===== src/rtl/rpr_pkg.sv =====
package rpr_pkg;

  // state update selected for the coming clock edge
  typedef enum logic [1:0] {
    ACT_NONE = 2'd0,
    ACT_SET  = 2'd1,
    ACT_AEOI = 2'd2,
    ACT_LOAD = 2'd3
  } rpr_act_e;

  // line number for a given offset from the base (power-of-two line count)
  function automatic int unsigned line_of(int unsigned off, int unsigned base, int unsigned n);
    return (off + base) % n;
  endfunction

endpackage


===== src/rtl/rpr_search.sv =====
module rpr_search #(
  parameter int N  = 8,
  localparam int LW = $clog2(N)
) (
  input  logic [N-1:0]  vec_i,
  input  logic [LW-1:0] base_i,
  output logic [LW:0]   off_o
);
  logic [N-1:0] rot;

  // rot[p] is the line sitting p places after the base
  genvar p;
  generate
    for (p = 0; p < N; p++) begin : g_rot
      logic [LW-1:0] idx;
      assign idx    = LW'(p) + base_i;
      assign rot[p] = vec_i[idx];
    end
  endgenerate

  // smallest set offset, N when empty
  always_comb begin
    off_o = (LW+1)'(N);
    for (int k = N - 1; k >= 0; k--) begin
      if (rot[k]) off_o = (LW+1)'(k);
    end
  end
endmodule


===== src/rtl/rpr_state.sv =====
module rpr_state
  import rpr_pkg::*;
#(
  parameter int N  = 8,
  localparam int LW = $clog2(N)
) (
  input  logic          clk,
  input  logic          rst_n,
  input  rpr_act_e      act_i,
  input  logic [LW-1:0] line_i,
  input  logic          rot_i,
  input  logic [N-1:0]  ld_isr_i,
  input  logic [LW-1:0] ld_base_i,
  output logic [N-1:0]  isr_q,
  output logic [LW-1:0] base_q
);
  logic [N-1:0] line_bit;
  assign line_bit = N'(1) << line_i;

  always_ff @(posedge clk or negedge rst_n) begin
    if (!rst_n) begin
      isr_q  <= '0;
      base_q <= '0;
    end else begin
      case (act_i)
        ACT_LOAD: begin
          isr_q  <= ld_isr_i;
          base_q <= ld_base_i;
        end
        ACT_SET:  isr_q <= isr_q | line_bit;
        ACT_AEOI: if (rot_i) base_q <= line_i + LW'(1);
        default:  ;
      endcase
    end
  end
endmodule


===== src/rtl/rot_prio_resolver.sv =====
module rot_prio_resolver
  import rpr_pkg::*;
#(
  parameter int N       = 8,
  parameter int CASCADE = 2,
  localparam int LW     = $clog2(N)
) (
  input  logic          clk,
  input  logic          rst_n,
  input  logic [N-1:0]  pend_i,
  input  logic [N-1:0]  mask_i,
  input  logic          sfnm_i,
  input  logic          primary_i,
  input  logic          aeoi_i,
  input  logic          rot_aeoi_i,
  input  logic          ack_i,
  input  logic          ld_en_i,
  input  logic [N-1:0]  ld_isr_i,
  input  logic [LW-1:0] ld_base_i,
  output logic          irq_valid_o,
  output logic [LW-1:0] irq_line_o,
  output logic [N-1:0]  isr_o,
  output logic [LW-1:0] base_o
);
  logic [N-1:0]  isr_q;
  logic [LW-1:0] base_q;
  logic [N-1:0]  cand_w;
  logic [N-1:0]  svc_w;
  logic [LW:0]   req_off_w;
  logic [LW:0]   svc_off_w;
  logic          fire_w;
  rpr_act_e      act_w;

  assign cand_w = pend_i & ~mask_i;

  // cascade line drops out of the in-service comparison when exempted
  always_comb begin
    svc_w = isr_q;
    if (sfnm_i && primary_i) svc_w[CASCADE] = 1'b0;
  end

  rpr_search #(.N(N)) u_req (.vec_i(cand_w), .base_i(base_q), .off_o(req_off_w));
  rpr_search #(.N(N)) u_svc (.vec_i(svc_w),  .base_i(base_q), .off_o(svc_off_w));

  assign fire_w      = (req_off_w < svc_off_w);
  assign irq_valid_o = fire_w;
  assign irq_line_o  = LW'(line_of(32'(req_off_w[LW-1:0]), 32'(base_q), N));

  always_comb begin
    if (ld_en_i)               act_w = ACT_LOAD;
    else if (ack_i && fire_w)  act_w = aeoi_i ? ACT_AEOI : ACT_SET;
    else                       act_w = ACT_NONE;
  end

  rpr_state #(.N(N)) u_state (
    .clk(clk), .rst_n(rst_n), .act_i(act_w), .line_i(irq_line_o),
    .rot_i(rot_aeoi_i), .ld_isr_i(ld_isr_i), .ld_base_i(ld_base_i),
    .isr_q(isr_q), .base_q(base_q)
  );

  assign isr_o  = isr_q;
  assign base_o = base_q;
endmodule


===== config.mk =====
export PLATFORM = sky130hd
export DESIGN_NAME = rot_prio_resolver
export DESIGN_NICKNAME = d
export VERILOG_FILES = /design/src/rtl/rpr_pkg.sv /design/src/rtl/rpr_search.sv /design/src/rtl/rpr_state.sv /design/src/rtl/rot_prio_resolver.sv
export SDC_FILE = /design/constraint.sdc
export NUM_CORES = 1
export LEC_CHECK = 0
export ABC_AREA = 1
export CAP_MARGIN = 20
export CORE_MARGIN = 4
export CORE_UTILIZATION = 50
export CTS_BUF_LIST = sky130_fd_sc_hd__clkbuf_2 sky130_fd_sc_hd__clkbuf_4 sky130_fd_sc_hd__clkbuf_8
export DETAILED_ROUTE_END_ITERATION = 10
export DONT_BUFFER_PORTS = 1
export GPL_TIMING_DRIVEN = 0
export PLACE_DENSITY_LB_ADDON = 0.12
export SLEW_MARGIN = 15
export SYNTH_ARGS = -nofsm -noshare
export SYNTH_HDL_FRONTEND = slang
export SYNTH_SLANG_ARGS = --single-unit

===== constraint.sdc =====
create_clock -name clk -period 6.45 [get_ports clk]
set_input_delay 1.6125 -clock clk [delete_from_list [all_inputs] [get_ports clk]]
set_output_delay 1.6125 -clock clk [all_outputs]
set_load 0.02 [all_outputs]

==> metrics.md, run 1 <==
| Metric | Value |
|---|---|
| Status | `finished, final reports clean` |
| Largest net degree at the start of global routing | `12` |
| Synth top area cells | `nand3_1 (17%), nand2_1 (16%), dfrtp_1 (16%)` |
| Clk root buf | `clkbuf_4` |
| Routability cong. | `about 0.81` |
| Minimum clock period | `5.64 ns` |
| Layout area overhead | `4.86%` |
| Critical Path Max Stage Delay | `between 0.5 and 0.6 ns` |
| CP required | `~4.8 ns` |
| Final period util | `87.4%` |
| First-pass GRT wire length | `7.25 mm` |
| DRC | `0` |
| DRT Pass-1 Iters | `4` |
| Critical path class | `register to output pin` |
| Via Count | `1714` |
| Crit path top cell by count | `nand2_1` |
| Met3 GRT Util | `2.66%` |
| Fin cells | `~330` |
| # hold bufs at CTS | `0` |
| Count leader, synth | `nand2_1` |
| Initial Util | `52.1%` |
| Die W | `around 67 um` |
| # Max-Cap Violations | `0` |
| Number of synthesized flops with an enable pin | `0` |
| CP Max Fanout | `10` |
| Synth top area share | `17.1%` |
| Async set or reset register ratio after synthesis | `100%` |
| Finished Core Util | `54.6%` |
| CORE AREA | `0.00336 mm^2` |
| Cts repair resizes | `0` |
| Die Span Y | `67.2 um` |
| Setup_tns | `0 ns` |
| # placed instances | `322` |
| Post-CTS Setup Bufs | `0` |
| Synth Cell Area | `between 0.0015 and 0.002 mm^2` |
| WP buf/inv | `7` |
| Clock Skew | `0.00542 ns` |
| Synth warnings | `0` |
| All-Layer GR Usage | `20.6%` |
| Via density | `5.26` |
| Vias in the first global route | `1671` |
| Sink Count | `11` |
| Met1 usage | `25.4%` |
| Mapped Cells | `276` |
| Htree depth | `1` |
| CP delay by family, top | `buffers and inverters` |
| Layout Nets | `roughly 330` |
| Post-synthesis sequential area ratio | `between 15 and 20%` |
| Routed wire length | `4.31 mm` |
| Mapped Avg Cell Area | `about 6.3 um^2` |
| Hold Fails Final Rpt | `0` |
| Wire per inst | `13.2 um` |
| Fmax | `0.177 GHz` |
| Die area | `approximately 0.0045 mm^2` |
| Clk_lat worst skew | `0.27 ns` |
| Initial antenna violation count | `0` |
| GRT overflow | `0` |
| CTS tree | `done` |
| Syn_nets | `324` |
| Slew Viols, Final | `0` |
| Synth cell count leaders | `nand2_1 (75), nand3_1 (60), inv_1 (27)` |
| Worst setup SP type | `register` |
| Initial DRC Count | `84` |
| Worst path arrival time | `4.03 ns` |
| Rows | `21` |
| Worst slew margin | `55.7%` |
| Bufs on Longest Clock Path | `2` |
| Top-Level Pins | `50` |
| Final setup fails | `0` |
| Final ANT Viol Nets | `0` |
| RSZ-0062 raised after global routing | `false` |
| Worst path slowest cell | `dfrtp_1` |
| Ant diodes | `0` |
| Worst Setup End Kind | `output pin` |
| Met2 global-route usage | `a little under two fifths` |
| Synth Flop Type | `dfrtp_1` |
| CTS clock-pin slew for the worst setup and hold paths | `about 0.08 ns` |
| Global route hottest layer | `met2` |
| HP Class | `register to register` |
| Synthesized flop and latch total | `11` |
| Share of layout cells above drive strength 1 | `12.5%` |
| Crit-path cells | `buf_6, inv_4, buf_6, ha_1, clkbuf_1, inv_2, nand3_1, nand2_1, inv_1, o21ai_1, nand2_1, nand2_1, nand2_1, nand2_1, nand2_1, nand2_1, inv_1, ha_1, fa_1, xor2_1, xor2_2` |
| Detailed Place HPWL | `3.58 mm` |
| Worst-Margin Slew | `0.659 ns` |
| Yosys top cell by area | `nand3_1` |
| Total CTS buffers | `3` |
| Cell variety after synth | `33` |
| Port Buf Inserts | `0` |
==> kinds of logic after synthesis <==
logic type,count (synthesis),synth area share [%]
buffers and inverters,40,10.9
AO/OA/AOI/OAI,30,11.2
multiplexers,1,0.571
XOR/XNOR,5,6.14
AND/OR/NAND/NOR,176,45.8
flip-flops,11,15.7
adder cells (fa/ha/maj),13,9.71
==> worst min-delay path, cell delays in order (launching register included) <==
cell     delay, ns
dfrtp_1       0.47
inv_1         0.11
a31oi_1       0.08
==> path summary, 6_finish.rpt <==
path	from	end	slack (ns)	cells after the start
worst max-delay path	u_state.base_q[0]	irq_line_o[2]	0.81	21
min in group asynchronous	rst_n	u_state.isr_q[3]	1.03	0
max in group asynchronous	rst_n	u_state.isr_q[2]	5.35	0
worst min register to register	u_state.isr_q[5]	u_state.isr_q[5]	0.70	2
worst max register to register	u_state.base_q[0]	u_state.base_q[2]	1.98	26
worst min-delay path	u_state.isr_q[5]	u_state.isr_q[5]	0.70	2
==> final cells by class <==
class,count,area (um^2)
flip-flops and latches,11,275
well taps,46,57.6
plain buffers,8,67.6
inverters,32,123
multi-input cells,225,1290
fillers,366,1530
clock buffers,3,22.5
clock inverters,1,5.00
==> state kept, by name (all words and copies together), names as in the netlist <==
register        cells
u_state.base_q      3
u_state.isr_q       8
==> metal layers <==
layer	vias to the layer above	part of all wire, %
li1	915	-
met1	752	45
met2	45	49
met3	2	5.7
met4	0	0.42
met5	-	0
==> layout by cell type (no fill, tap or decap), types with 2 or more instances in the layout <==
master / instances
inv_2: 4
xnor2_4: 2
o21ai_1: 5
buf_6: 5
a31oi_1: 4
nand2_2: 5
nand3_2: 4
o21bai_1: 3
nor3_1: 2
nand3_1: 60
o21ai_0: 4
inv_1: 27
nand2_1: 75
o21ai_2: 2
dfrtp_1: 11
a21oi_1: 9
nor2_1: 24
nor2_2: 2
ha_1: 12
clkbuf_1: 3
clkbuf_4: 3
==> through the flow <==
step                      worst slack, ns  hold WS [ns]  instance area, um^2
final                               0.811         0.698                 1840
after global routing                0.455         0.716                 1840
after CTS                           0.814         0.708                 1840
after detailed placement            0.998         0.696                 1810
after global placement               1.01         0.691                 1810
after floorplan                      1.27         0.653                 1750
Power of run 1 is not shown: default switching activity piles up to over one toggle a cycle in this logic, so the estimate is an artifact.
==> inputs of run 2 (changes only) <==
--- a/config.mk
+++ b/config.mk
@@ -14,7 +14,9 @@
 export DONT_BUFFER_PORTS = 1
 export GPL_TIMING_DRIVEN = 0
 export PLACE_DENSITY_LB_ADDON = 0.12
+export REMOVE_ABC_BUFFERS = 1
 export SLEW_MARGIN = 15
 export SYNTH_ARGS = -nofsm -noshare
 export SYNTH_HDL_FRONTEND = slang
+export SYNTH_HIERARCHICAL = 1
 export SYNTH_SLANG_ARGS = --single-unit
==> metrics.md, run 2 <==
| Metric | Value |
|---|---|
| Status | `finished, final reports clean` |
| Multi-input logic area | `0.00129 mm^2` |
| Min-Delay Path Depth | `2` |
| CTS tree | `done` |
| Worst slew margin | `a little under a third` |
| Layout Nets | `~370` |
| Initial DRC Count | `93` |
| DRC | `0` |
| Compound-gate portion of the synthesized area | `8.02%` |
| # placed instances | `358` |
| Routed wire length | `4.13 mm` |
| Clk_lat worst skew | `about 0.26 ns` |
| Cell variety after synth | `25` |
| RSZ-0062 raised after global routing | `false` |
| Synth Cell Area | `between 0.0015 and 0.002 mm^2` |
| Via density | `5.00` |
| Async set or reset register ratio after synthesis | `100%` |
| Yosys top cell by area | `nand2_1` |
| CP Max Fanout | `23` |
| Worst path arrival time | `just under 4 ns` |
| Largest net degree at the start of global routing | `24` |
| Final period util | `85.1%` |
| Die W | `67.9 um` |
| Die area | `~0.0046 mm^2` |
| Bufs on Longest Clock Path | `2` |
| Layout area overhead | `2.79%` |
| Final setup fails | `0` |
| Fmax | `approximately 0.18 GHz` |
| Share of layout cells above drive strength 1 | `7.91%` |
| Most common cell after layout, fill and taps aside | `nand2_1` |
| Synth top area cells | `nand2_1 (24%), dfrtp_1 (15%), nand3_1 (15%)` |
| Most frequent cells in the layout | `nand2_1 (113), nand3_1 (54), inv_1 (43)` |
| Synthesized flop and latch total | `11` |
| CORE AREA | `0.00339 mm^2` |
| Synth warnings | `6` |
| Mux cell area share after synthesis | `0%` |
| Setup_tns | `0 ns` |
| All-Layer GR Usage | `18.9%` |
| Post-CTS Setup Bufs | `0` |
| Total CTS buffers | `3` |
| Largest regs | `u_state/isr_q (8), u_state/base_q (3)` |
| Number of synthesized flops with an enable pin | `0` |
| Setup ws final | `0.962 ns` |
| Worst r2r path cells | `20` |
| Minimum clock period | `5.49 ns` |
| GRT overflow | `0` |
| Filler cells | `approximately 350` |
| Worst-Margin Slew | `around 1.0 ns` |
| Pre-CTS setup slack | `1.04 ns` |
| Rows | `21` |
| Ant diodes | `0` |
| Register area | `275 um^2` |
| Wire per inst | `about 11 um` |
| Mapped Cells | `316` |
| Largest register FFs | `8` |
| Port Buf Inserts | `0` |
| Fin cells | `362` |
| Worst path slowest cell | `dfrtp_1` |
| Main combinational cell family by area after synthesis | `simple AND/OR/NAND/NOR gates` |
| Sink Count | `11` |
| Xor/xnor share of the synthesized area | `2.93%` |
| Synth cell count leaders | `nand2_1 (113), nand3_1 (54), inv_1 (43)` |
| Final ANT Viol Nets | `0` |
| Die Span Y | `between 60 and 70 um` |
| Adder-Cell Fraction of Synth Area | `10.9%` |
| First-pass GRT wire length | `roughly 6.8 mm` |
| CP required | `roughly 4.8 ns` |
| CTS clock-pin slew for the worst setup and hold paths | `around 0.07 ns` |
| Initial antenna violation count | `0` |
| # Max-Cap Violations | `0` |
| Post-Synth Simple-Gate Area | `between 50% and 60%` |
| HP Class | `register to register` |
| Clock Skew | `0.00441 ns` |
| # hold bufs at CTS | `0` |
| Synth Flop Type | `dfrtp_1` |
| Clk root buf | `clkbuf_4` |
| Initial Util | `52.9%` |
| Critical path class | `register to output pin` |
| Most flops, register | `u_state/isr_q` |
| Hold Fails Final Rpt | `0` |
| Crit-path cells | `inv_4, ha_1, inv_1, nand3_1, nand3_1, nand2_1, nand2_1, nand2_1, nand2_1, nand2_1, nand2_1, a21oi_2, ha_1, fa_1, xnor2_1` |
| Finished Core Util | `approximately 54%` |
| Detailed Place HPWL | `3.49 mm` |
| Routability cong. | `0.822` |
| Critical Path Max Stage Delay | `1.04 ns` |
| Top-Level Pins | `50` |
| Htree depth | `1` |
| Worst Setup End Kind | `output pin` |
| Crit path top cell by count | `nand2_1` |
| Via Count | `1809` |
| DRT Pass-1 Iters | `4` |
| Slew Viols, Final | `0` |
| Count leader, synth | `nand2_1` |
| Worst setup SP type | `register` |
| Mapped Avg Cell Area | `5.68 um^2` |
| Post-synthesis sequential area ratio | `15.3%` |
| Synth top area share | `23.6%` |
| Vias in the first global route | `1547` |
| Cts repair resizes | `0` |
## run 2: routing by layer
layer	vias to the layer above	part of all wire [%]	GRT usage (%)
met5	-	0	0
met2	32	44	30.1
met4	0	0.60	3.72
met3	2	4.4	3.12
li1	997	-	-
met1	778	51	27.0
## run 2: worst max-delay path, delay by kind of cell, from the launching register on
family / cells / cell delay, ns
flip-flops: 1 / 1.04
adder cells (fa/ha/maj): 3 / 0.99
XOR/XNOR: 1 / 0.69
AND/OR/NAND/NOR: 8 / 0.56
buffers and inverters: 2 / 0.27
AO/OA/AOI/OAI: 1 / 0.06
## run 2: logic make-up after synthesis
kind of cell / count (synthesis)
flops: 11
simple gates: 207
fa+ha+maj: 15
buf+inv: 54
xor+xnor: 6
compound gates: 23
## run 2: path summary, 6_finish.rpt
path / slack (ns) / endpoint / startpoint
max in group asynchronous: 5.34 / u_state/base_q[0] / rst_n
worst min-delay path: 0.71 / u_state/isr_q[2] / u_state/isr_q[2]
worst max register to register: 1.93 / u_state/base_q[2] / u_state/base_q[0]
min in group asynchronous: 1.04 / u_state/isr_q[4] / rst_n
worst min register to register: 0.71 / u_state/isr_q[2] / u_state/isr_q[2]
worst max-delay path: 0.96 / irq_line_o[2] / u_state/base_q[0]
## run 2: layout make-up
type | instances | share of cell area (%)
flip-flops and latches | 11 | 14.9
multi-input cells | 251 | 69.9
well taps | 46 | 3.12
inverters | 50 | 10.4
clock buffers | 4 | 1.63
## run 2: stage by stage
stage                     hold WS (ns)  cell area, um^2
final                            0.711             1840
after global routing             0.739             1840
after CTS                        0.717             1840
after detailed placement         0.707             1810
after global placement           0.691             1810
after floorplan                  0.650             1760
Power of run 2 is left out for the same reason.
==> inputs of run 3 (changes only) <==
--- a/config.mk
+++ b/config.mk
@@ -5,7 +5,6 @@
 export SDC_FILE = /design/constraint.sdc
 export NUM_CORES = 1
 export LEC_CHECK = 0
-export ABC_AREA = 1
 export CAP_MARGIN = 20
 export CORE_MARGIN = 4
 export CORE_UTILIZATION = 50
==> metrics.md, run 3 <==
| Metric | Value |
|---|---|
| Critical path class | `register to output pin` |
| Crit path top cell by count | `ha_1` |
| Crit-path cells | `inv_1, ha_1, mux2_2, mux4_2, a22oi_1, a31oi_1, ha_1, fa_1, xnor2_2` |
| Count leader, synth | `mux2_2` |
| Clk_lat worst skew | `0.23 ns` |
| Synth top area cells | `mux4_1 (14%), mux2_2 (13%), dfrtp_1 (12%)` |
| Fmax | `roughly 0.16 GHz` |
| Largest regs | `u_state/isr_q (8), u_state/base_q (3)` |
| # hold bufs at CTS | `0` |
| Setup_tns | `0 ns` |
| Status | `finished, final reports clean` |
| Ant diodes | `0` |
| Die area | `0.00561 mm^2` |
| Mapped Avg Cell Area | `10.8 um^2` |
| Final ANT Viol Nets | `0` |
| DRT Pass-1 Iters | `4` |
| Share of layout cells above drive strength 1 | `24.4%` |
| Final period util | `94.3%` |
| Initial Util | `51.4%` |
| Synth cell count leaders | `mux2_2 (26), mux2i_1 (20), ha_1 (14)` |
| Minimum clock period | `6.08 ns` |
| Die W | `74.9 um` |
| Largest net degree at the start of global routing | `34` |
| Post-route cell area | `about 0.0022 mm^2` |
| Htree depth | `1` |
| DRC | `0` |
| Most frequent cells in the layout | `mux2_2 (26), mux2i_1 (20), ha_1 (14)` |
| Mapped Cells | `208` |
| Via Count | `about 1700` |
| Routed wire length | `5.09 mm` |
| Layout area overhead | `0.0561%` |
| All-Layer GR Usage | `18.5%` |
| Post-CTS Setup Bufs | `0` |
| Via density | `6.64` |
| Sink Count | `11` |
| Slew Viols, Final | `0` |
| Clk root buf | `clkbuf_8` |
| Initial DRC Count | `133` |
| GRT overflow | `0` |
| CTS tree | `done` |
| Initial antenna violation count | `0` |
| Total CTS buffers | `3` |
| Worst r2r path cells | `13` |
| CP Max Fanout | `13` |
| Bufs on Longest Clock Path | `2` |
| Min-Delay Path Depth | `2` |
| Worst slew margin | `28.8%` |
| Synthesized flop and latch total | `11` |
| CORE AREA | `roughly 0.0044 mm^2` |
| Final setup fails | `0` |
| Number of synthesized flops with an enable pin | `0` |
| Critical Path Max Stage Delay | `~0.83 ns` |
| Worst path arrival time | `between 4 and 5 ns` |
| Worst Setup End Kind | `output pin` |
| Most common cell after layout, fill and taps aside | `mux2_2` |
| Clock Skew | `between 0.0015 and 0.002 ns` |
| First-pass GRT wire length | `8.14 mm` |
| Die Span Y | `74.9 um` |
| Async set or reset register ratio after synthesis | `100%` |
| Synth Flop Type | `dfrtp_1` |
| Most flops, register | `u_state/isr_q` |
| Rows | `24` |
| Largest register FFs | `8` |
| Finished Core Util | `51.4%` |
| Synth top area share | `14.1%` |
| Post-synthesis sequential area ratio | `around 12%` |
| Wire per inst | `20.1 um` |
| Routability cong. | `approximately 0.80` |
| Cell Area, Placed | `0.00217 mm^2` |
| RSZ-0062 raised after global routing | `false` |
| Hold Fails Final Rpt | `0` |
| CTS clock-pin slew for the worst setup and hold paths | `0.05 ns` |
| HP Class | `register to register` |
| Vias in the first global route | `1697` |
| Port Buf Inserts | `0` |
| Worst setup SP type | `register` |
| CP required | `4.84 ns` |
| Synth warnings | `6` |
| Top-Level Pins | `50` |
| Synth Cell Area | `0.00224 mm^2` |
| Detailed Place HPWL | `3.92 mm` |
| Cell variety after synth | `45` |
| Layout Nets | `252` |
| Worst-Margin Slew | `~1.1 ns` |
| Yosys top cell by area | `mux4_1` |
| # Max-Cap Violations | `0` |
| Worst path slowest cell | `dfrtp_1` |
-- run 3: changes by cell type after synthesis, moves of 6 or more --
cell	previous run	this run
a2bb2oi_1	0	6
inv_1	43	11
mux2_2	0	26
mux2i_1	0	20
mux4_1	0	12
nand2_1	113	9
nand3_1	54	3
nor2_1	27	6
nor2b_1	0	12
o21ai_1	6	0
-- run 3: final cells by class --
type,instances,area (um^2)
fillers,373,2120
multi-input cells,174,1800
flip-flops and latches,11,277
well taps,52,65.1
clock buffers,4,48.8
inverters,11,41.3
repair buffers,1,11.3
-- run 3: timing repair --
| item | 4_1_cts | 5_1_grt |
|---|---|---|
| resized for setup | 0 | 1 |
| hold endpoints to repair | 0 | 0 |
| endpoints found under the setup margin | 0 | 1 |
-- run 3: kinds of logic (layout without fill, tap and decap cells) --
group           after synthesis  in the layout  synth area share, %
xor+xnor                      6              6                 2.35
compound gates               38             38                 12.9
buf+inv                      23             16                 7.94
flops                        11             11                 12.3
fa+ha+maj                    15             15                 8.72
mux                          66             66                 42.5
simple gates                 49             49                 13.3
-- run 3: final timing paths --
path,start,to,slack [ns]
max,u_state/base_q[1],irq_line_o[2],0.37
min reg2reg,u_state/isr_q[2],u_state/isr_q[2],0.73
max reg2reg,u_state/base_q[1],u_state/base_q[0],1.01
min,u_state/isr_q[2],u_state/isr_q[2],0.73
min in group asynchronous,rst_n,u_state/isr_q[7],1.07
max in group asynchronous,rst_n,u_state/base_q[0],5.30
-- run 3: layer usage --
metal	global-route usage (%)	routed length, um	vias to the layer above
li1	-	-	797
met1	26.1	2310	839
met2	30.2	2450	37
met3	3.34	295	7
met4	3.36	38	0
met5	0	0	-
-- run 3: per-stage QoR --
step | setup slack, ns | hold WS, ns | cells
2_1_floorplan | 0.607 | 0.657 | 196
3_3_place_gp | 0.0442 | 0.692 | 248
3_5_place_dp | 0.375 | 0.718 | 248
4_1_cts | 0.113 | 0.722 | 252
5_1_grt | 0.169 | 0.786 | 253
6_report | 0.371 | 0.727 | 253
-- run 3: worst max-delay path, delay by kind of cell, from the launching register on --
family | cells | cell delay, ns
fa+ha+maj | 3 | 1.28
mux | 2 | 0.93
flops | 1 | 0.83
xor+xnor | 1 | 0.55
compound gates | 2 | 0.40
buf+inv | 1 | 0.23
Power of run 3 is left out for the same reason.
